### config.mk
export PLATFORM = sky130hd
export DESIGN_NAME = prio_irq_ctrl
export DESIGN_NICKNAME = d
export VERILOG_FILES = /design/src/rtl/prio_irq_pkg.sv /design/src/rtl/prio_irq_req.sv /design/src/rtl/prio_irq_resolve.sv /design/src/rtl/prio_irq_ack.sv /design/src/rtl/prio_irq_ctrl.sv
export SDC_FILE = /design/constraint.sdc
export NUM_CORES = 1
export LEC_CHECK = 0
export BUFFER_PORTS_ARGS = -buffer_cell sky130_fd_sc_hd__buf_2
export CAP_MARGIN = 20
export CORE_MARGIN = 2
export CORE_UTILIZATION = 50
export DETAILED_ROUTE_END_ITERATION = 12
export HOLD_SLACK_MARGIN = 0.05
export PLACE_DENSITY = 0.75
export SYNTH_ARGS = -nofsm -noshare
export SYNTH_HDL_FRONTEND = slang
export SYNTH_SLANG_ARGS = --single-unit
### constraint.sdc
create_clock -name clk -period 3.2 [get_ports clk]
set_input_delay 0 -clock clk [delete_from_list [all_inputs] [get_ports clk]]
set_output_delay 0 -clock clk [all_outputs]
set_load 0.05 [all_outputs]
### src/rtl/prio_irq_pkg.sv
package prio_irq_pkg;
  localparam int unsigned LINES = 8;
  localparam int unsigned IDX_W = $clog2(LINES);

  typedef logic [LINES-1:0] line_vec_t;
  typedef logic [IDX_W-1:0] line_idx_t;
  typedef enum logic {PH_IDLE, PH_HELD} ack_ph_t;

  // index of the lowest set bit (highest priority), 0 when empty
  function automatic line_idx_t first_set(line_vec_t v);
    line_idx_t r;
    r = '0;
    for (int i = LINES - 1; i >= 0; i--)
      if (v[i]) r = line_idx_t'(i);
    return r;
  endfunction

  // bits 0..k set: lines at priority k or above
  function automatic line_vec_t upto(line_idx_t k);
    line_vec_t m;
    for (int i = 0; i < LINES; i++)
      m[i] = (i <= int'(k));
    return m;
  endfunction

  function automatic line_vec_t onehot(line_idx_t k);
    return line_vec_t'(1) << k;
  endfunction
endpackage

### src/rtl/prio_irq_req.sv
module prio_irq_req
  import prio_irq_pkg::*;
(
  input  logic      clk,
  input  logic      rst_n,
  input  line_vec_t irq,
  input  line_vec_t level_mode,
  input  logic      frozen,
  input  line_vec_t taken,
  output line_vec_t irr
);
  generate
    for (genvar g = 0; g < LINES; g++) begin : g_line
      logic prev_q, req_q;
      always_ff @(posedge clk) begin
        if (!rst_n) begin
          prev_q <= 1'b0;
          req_q  <= 1'b0;
        end else if (!frozen) begin
          prev_q <= irq[g];
          if (level_mode[g]) req_q <= ~irq[g];
          else               req_q <= (req_q & ~taken[g]) | (irq[g] & ~prev_q);
        end
      end
      assign irr[g] = req_q;
    end
  endgenerate
endmodule

### src/rtl/prio_irq_resolve.sv
module prio_irq_resolve
  import prio_irq_pkg::*;
(
  input  line_vec_t irr,
  input  line_vec_t imr,
  input  line_vec_t isr,
  output logic      int_req,
  output line_idx_t win,
  output line_vec_t eoi_clr
);
  line_vec_t pend;
  logic      blocked;

  always_comb begin
    pend    = irr & ~imr;
    win     = first_set(pend);
    blocked = |(isr & upto(win));
    int_req = (|pend) && !blocked;
    eoi_clr = (|isr) ? onehot(first_set(isr)) : '0;
  end
endmodule

### src/rtl/prio_irq_ack.sv
module prio_irq_ack
  import prio_irq_pkg::*;
#(
  parameter int unsigned VEC_W  = 8,
  localparam int unsigned BASE_W = VEC_W - IDX_W
) (
  input  logic              clk,
  input  logic              rst_n,
  input  logic              ack,
  input  logic              eoi,
  input  logic              int_req,
  input  line_idx_t         win,
  input  line_vec_t         eoi_clr,
  input  logic [BASE_W-1:0] base,
  output line_vec_t         isr,
  output logic              frozen,
  output line_vec_t         taken,
  output logic              grant,
  output logic              spur,
  output logic [VEC_W-1:0]  vec_out,
  output logic              vec_valid
);
  ack_ph_t   phase;
  line_idx_t sel;
  logic      first_ack, second_ack;

  assign first_ack  = ack && (phase == PH_IDLE);
  assign second_ack = ack && (phase == PH_HELD);
  assign grant      = first_ack && int_req;
  assign spur       = first_ack && !int_req;
  assign taken      = grant ? onehot(win) : '0;
  assign frozen     = (phase == PH_HELD);

  always_ff @(posedge clk) begin
    if (!rst_n) begin
      phase     <= PH_IDLE;
      sel       <= '0;
      isr       <= '0;
      vec_out   <= '0;
      vec_valid <= 1'b0;
    end else begin
      isr       <= (isr & ~(eoi ? eoi_clr : '0)) | taken;
      vec_valid <= second_ack;
      if (first_ack) begin
        phase <= PH_HELD;
        sel   <= grant ? win : line_idx_t'(LINES - 1);
      end else if (second_ack) begin
        phase   <= PH_IDLE;
        vec_out <= {base, sel};
      end
    end
  end


  grant_sets_isr_chk: assert property (@(posedge clk) disable iff (!rst_n)
    grant |=> (isr & $past(taken)) != '0);

  vec_after_ack_chk: assert property (@(posedge clk) disable iff (!rst_n)
    vec_valid |-> $past(ack));

  vec_one_cycle_chk: assert property (@(posedge clk) disable iff (!rst_n)
    vec_valid |=> !vec_valid);

  spur_keeps_isr_chk: assert property (@(posedge clk) disable iff (!rst_n)
    (spur && !eoi) |=> $stable(isr));

  eoi_idle_chk: assert property (@(posedge clk) disable iff (!rst_n)
    (eoi && isr == '0 && !grant) |=> isr == '0);

  eoi_one_bit_chk: assert property (@(posedge clk) disable iff (!rst_n)
    (eoi && isr != '0 && !grant) |=> $countones(isr) == $countones($past(isr)) - 1);
endmodule

### src/rtl/prio_irq_ctrl.sv
module prio_irq_ctrl
  import prio_irq_pkg::*;
#(
  parameter int unsigned VEC_W = 8
) (
  input  logic             clk,
  input  logic             rst_n,
  input  logic [LINES-1:0] irq_in,
  input  logic             cfg_we,
  input  logic [1:0]       cfg_sel,
  input  logic [LINES-1:0] cfg_data,
  input  logic             ack,
  input  logic             eoi,
  output logic             int_out,
  output logic             vec_valid,
  output logic [VEC_W-1:0] vec_out
);
  localparam int unsigned BASE_W = VEC_W - IDX_W;

  line_vec_t         imr, level_mode, irr, isr, taken, eoi_clr;
  logic [BASE_W-1:0] base;
  logic              frozen, int_req, grant, spur;
  line_idx_t         win;

  always_ff @(posedge clk) begin
    if (!rst_n) begin
      imr        <= '0;
      level_mode <= '0;
      base       <= '0;
    end else if (cfg_we) begin
      case (cfg_sel)
        2'd0:    imr        <= cfg_data;
        2'd1:    level_mode <= cfg_data;
        2'd2:    base       <= cfg_data[BASE_W-1:0];
        default: ;
      endcase
    end
  end

  prio_irq_req u_req (
    .clk(clk), .rst_n(rst_n), .irq(irq_in), .level_mode(level_mode),
    .frozen(frozen), .taken(taken), .irr(irr)
  );

  prio_irq_resolve u_res (
    .irr(irr), .imr(imr), .isr(isr),
    .int_req(int_req), .win(win), .eoi_clr(eoi_clr)
  );

  prio_irq_ack #(.VEC_W(VEC_W)) u_ack (
    .clk(clk), .rst_n(rst_n), .ack(ack), .eoi(eoi), .int_req(int_req),
    .win(win), .eoi_clr(eoi_clr), .base(base), .isr(isr), .frozen(frozen),
    .taken(taken), .grant(grant), .spur(spur), .vec_out(vec_out),
    .vec_valid(vec_valid)
  );

  assign int_out = int_req;


  freeze_hold_chk: assert property (@(posedge clk) disable iff (!rst_n)
    frozen |=> $stable(irr));

  int_needs_pend_chk: assert property (@(posedge clk) disable iff (!rst_n)
    int_out |-> (irr & ~imr) != '0);

  grant_has_int_chk: assert property (@(posedge clk) disable iff (!rst_n)
    grant |-> int_out && !spur);
endmodule

==> impl_metrics.ini, run 1 <==
[routing]
wirelength_um = 6417
routedWlPerCell_um = 14.85
ant_nets = 0
first_pass_iters = 5
vias = 2408
post-route-drc-count = 0
drtIter0Drc = 206
viasPerCell = 5.574

[yosys]
syn-num-nets = 327
yosysTopAreaCellShare = 0.4195
postSynthCellCount = 304
synth_edf_count = 0
synthArstFlopShare = 0
synthTopCellsByArea = dfxtp_1 42%, mux2i_1 11%, nor2b_1 8.8%
ys_seq_elements = 58
ys_seq_area_frac = 0.4195
synthesis.area_um2 = 2768
ys_types = 50
yosysMostFrequentCell = dfxtp_1
synth_flop_cell = dfxtp_1
ys_top_cells_by_count = 58 x dfxtp_1, 39 x nor2b_1, 30 x mux2i_1
yosysWarnings = 0
yosys.area.top_type = dfxtp_1
syn_avg_cell_area_um2 = 9.104

[place]
io_buffers = 32
hpwlAfterDp_um = 4382
place_area_um2 = 2989
place.gp.congestion = 0.9186
dp_slack_ns = 0.9363
dp.cells = 400

[sta]
rsz0062_at_grt = no
finalSetupViolations = 0
min_period_ns = 2.669
min_period_over_period = 0.8340
finalSetupTns_ns = 0
whs_ns = 0.07927
relSlewSlack = 0.5803
tightest_slew_ns = 0.6277
final.setup_skew_ns = 0.01203
hold_viol = 0
max_freq_mhz = 374.7
report.final.slew_viol_count = 0
setup_slack_ns = 0.5311

[power]
p_sw_frac = 0.2879
power.share.clock = 0.368
intPower_uw = 1298
seqPwrFrac = 0.438
p_switching_uw = 524.8
power_leakage_uw = 0.001338
ir_drop_uv = 448.9
pwr-share-comb = 0.194
power_density_nw_per_um2 = 542.4

[clock_tree]
cts_root_buf = clkbuf_8
clock_latency_ns = 0.35
htree_num_levels = 3
post_cts_resized = 0
cts_buffers = 9
clkTransAtPathRegs_ns = 0.06
cts_tree = yes
max-clock-path-buffers = 2
cts_num_sinks = 58

[finish]
area_growth_pct = 21.43
diodes = 0
nets = 380
drive_above_1_share = 0.1722
final_cells = 432
fin_area_um2 = 3361

[setup_path]
start_kind = flop
crit_fanout = 5
rr_worst_depth = 6
required_ns = 3.20
rrSetupSlack_ns = 0.94
cp_data_arrival_time_ns = 2.67
path_class = reg2out
critPathLaunch = imr[0]
end_kind = output port
timing.rr.start = u_req.g_line[3].req_q
rr_endpoint = u_ack.isr[7]

[floorplan]
die_w_um = 78.40
core_area_um2 = 5439
die-area_um2 = 6147
io_pins = 33
dieHeight_um = 78.40
num_rows = 27
start_util = 0.5089

[hold_path]
min_to = u_ack.isr[6]
hold_path_depth = 3
hold_start = rst_n
hp-class = in2reg

[grt]
antenna_found_initial = 0
grt_max_degree = 59
grt_pass1_vias = 2253
grt_pass1_wl_um = 10820
grt-ovfl-total = 0
grt_usage = 0.2293

[run]
drv_cap = 0

[run_status]
outcome = complete, no violations
## cell type report
type                       instances  area, um2
fill                             493       2078
inverter                           9      33.78
sequential                        58       1161
timing repair buffer              55      377.9
tap                               72      90.09
clock inverter                     3      40.04
clock buffer                      11      151.4
multi-input combinational        224       1506
## registers in the layout, summed over array words and instances (netlist names)
register             flops
u_ack.isr                8
imr                      8
base                     5
u_req.g_line.req_q       8
level_mode               8
u_ack.vec_valid          1
u_ack.frozen             1
u_req.g_line.prev_q      8
u_ack.vec_out            8
u_ack.sel                3
## cell usage in the layout, fill, tap and decap left out, types with 3 or more instances in the layout
cell,netlist,layout
nand2b_1,3,3
nor4_1,9,9
a21oi_1,12,12
inv_1,9,9
o21ai_0,11,11
nand3_1,11,11
buf_2,0,32
dlygate4sd3_1,0,18
o211ai_1,7,7
mux2i_1,30,30
dfxtp_1,58,58
nor2b_1,39,39
a31oi_1,10,10
nor2_1,16,16
nor3_1,7,7
o21a_1,3,3
buf_4,0,5
nand2_1,19,19
clkbuf_8,1,11
nand3b_1,3,3
a21boi_0,10,10
## layer usage
| metal | track usage | share of wire | vias up |
|---|---|---|---|
| met5 | 0 | 0 | - |
| met4 | 0.1053 | 0.012 | 0 |
| met3 | 0.03908 | 0.044 | 8 |
| met2 | 0.3672 | 0.47 | 64 |
| met1 | 0.3027 | 0.48 | 1135 |
| li1 | - | - | 1201 |
## power by group through the flow
stage               registers, uW  logic, uW  clock network (uW)
finish                        798        354                 671
CTS                           797        350                 680
detailed placement            813        332                   0
global placement              812        328                   0
global route                  804        388                 709
floorplan                     807        246                   0
## worst max-delay path by stage
stage / end / depth (start not counted)
finish: int_out / 7
detailed placement: int_out / 7
global route: int_out / 7
global placement: int_out / 7
CTS: int_out / 7
floorplan: u_ack.isr[7] / 6
## critical path, stage by stage, from the launching register on
cell	delay, ns
dfxtp_1	0.35
and2b_2	0.26
nor4_1	0.53
nand2_1	0.29
nor2_1	0.26
o21ai_0	0.22
and2_1	0.21
buf_2	0.21
## through the flow
step                      power (uW)  utilization
after detailed placement        1145       0.5496
final                           1823       0.6179
after CTS                       1827       0.6179
after floorplan                 1053            -
after global placement          1140       0.5496
after global routing            1901       0.6179
## repair_timing
action | CTS | global route
hold endpoints to repair | 44 | 0
setup buffers | 0 | 0
hold buffers | 18 | 0
## kinds of logic after synthesis
family / Yosys count / share of synthesized area
buffers and inverters: 22 / 0.03616
AO/OA/AOI/OAI: 72 / 0.1858
AND/OR/NAND/NOR: 122 / 0.2500
multiplexers: 30 / 0.1085
flip-flops: 58 / 0.4195
Power figures use the tool's default switching activity.
==> run 2: changes to the inputs <==
- PLACE_DENSITY: 0.75 -> 0.78
- clock period: 3.2 -> 2.3 ns (I/O delays scaled with it)
==> impl_metrics.ini, run 2 (synthesis gave the netlist of run 1 again) <==
[sta]
min_period_ns = 2.238
tightest_slew_ns = 0.6652
hold_viol = 0
final.setup_skew_ns = 0.006662
setup_slack_ns = 0.06196
report.final.slew_viol_count = 0
rsz0062_at_grt = yes
relSlewSlack = 0.5552
finalSetupViolations = 0
max_freq_mhz = 446.8
min_period_over_period = 0.9731

[finish]
fillers = 442
drive_above_1_share = 0.2005
nets = 388
multiInputGateArea_um2 = 1523
regArea_um2 = 1162
final_cell_mix = 57 x dfxtp_1, 39 x nor2b_1, 31 x buf_2
fin_area_um2 = 3423
diodes = 0
final_cells = 441
area_growth_pct = 23.69
mostFrequentLayoutCell = dfxtp_1

[run_status]
outcome = complete, no violations

[hold_path]
hold_path_depth = 3
hp-class = in2reg

[setup_path]
rr_worst_depth = 6
required_ns = 2.57
start_kind = flop
cp_data_arrival_time_ns = 2.51
end_kind = flop
path_class = reg2reg
crit_fanout = 7

[floorplan]
die-area_um2 = 6147
dieHeight_um = 78.40
io_pins = 33
num_rows = 27
core_area_um2 = 5439
start_util = 0.5089
die_w_um = 78.40

[place]
dp.cells = 407
place_area_um2 = 3042
place.gp.congestion = 0.9692
io_buffers = 32
hpwlAfterDp_um = 4559
dp_slack_ns = 0.09115

[grt]
grt_max_degree = 40
antenna_found_initial = 0
grt_pass1_wl_um = 11540
grt_usage = 0.2429
grt_pass1_vias = 2401
grt-ovfl-total = 0

[clock_tree]
cts_num_sinks = 58
max-clock-path-buffers = 2
cts_buffers = 9
clock_latency_ns = 0.34
cts_tree = yes
htree_num_levels = 3
cts_root_buf = clkbuf_8
clkTransAtPathRegs_ns = 0.06

[power]
ir_drop_uv = 527.6
p_switching_uw = 739.2
power_uw = 2478
pwr-share-comb = 0.220
p_sw_frac = 0.2984
power.share.clock = 0.331
power_leakage_uw = 0.001375
power_density_nw_per_um2 = 723.7
intPower_uw = 1738
seqPwrFrac = 0.450

[routing]
routed-wl-met2_um = 3145
wirelength_um = 6735
viasPerCell = 5.531
drtIter0Drc = 229
met1_length_um = 3108
maxUsedRoutingLayer = met4
route.met3.wl_um = 330
ant_nets = 0
first_pass_iters = 4
routedWlPerCell_um = 15.27
vias = 2439
post-route-drc-count = 0

[run]
drv_cap = 0
-- run 2: repair_timing --
action | 4_1_cts | 5_1_grt
pin swaps | 1 | 3
setup buffers | 0 | 1
gates resized for setup | 5 | 2
hold buffers | 18 | 0
hold endpoints to repair | 46 | 0
setup endpoints to repair | 1 | 2
-- run 2: power by group through the flow --
stage | clock [uW] | combinational (uW) | sequential (uW)
4_1_cts | 831 | 530 | 1110
6_report | 819 | 544 | 1110
3_5_place_dp | 0 | 486 | 1130
3_3_place_gp | 0 | 477 | 1130
5_1_grt | 884 | 597 | 1120
2_1_floorplan | 0 | 342 | 1120
-- run 2: worst paths after layout --
check,from,endpoint,slack [ns]
setup / recovery,u_req.g_line[7].req_q,u_ack.isr[7],0.06
hold / removal,rst_n,u_req.g_line[7].req_q,0.09
setup reg to reg,u_req.g_line[7].req_q,u_ack.isr[7],0.06
hold reg to reg,u_ack.vec_out[2],u_ack.vec_out[2],0.46
-- run 2: critical path, stage by stage, from the launching register on --
cell       delay, ns
dfxtp_1         0.31
or2b_1          0.20
o2111ai_4       0.16
o311a_1         0.36
a311o_2         0.43
or4_4           0.56
o22ai_2         0.14
-- run 2: metal layers --
| metal | GRT usage | vias to the layer above |
|---|---|---|
| li1 | - | 1216 |
| met1 | 0.3104 | 1148 |
| met2 | 0.3897 | 61 |
| met3 | 0.05977 | 14 |
| met4 | 0.1070 | 0 |
| met5 | 0 | - |
-- run 2: area by class of cell --
type,instances,area share
sequential,58,0.3395
tap,72,0.02632
clock inverter,3,0.004386
multi-input combinational,224,0.4448
timing repair buffer,63,0.1298
clock buffer,12,0.04532
inverter,9,0.009868
-- run 2: through the flow --
step | TNS (ns) | hold WS [ns] | utilization
3_3_place_gp | 0 | 0.2681 | 0.5592
2_1_floorplan | 0 | 0.1662 | -
3_5_place_dp | 0 | 0.2829 | 0.5592
4_1_cts | 0 | 0.06731 | 0.6264
6_report | 0 | 0.08607 | 0.6294
5_1_grt | -0.1066 | 0.09380 | 0.6294
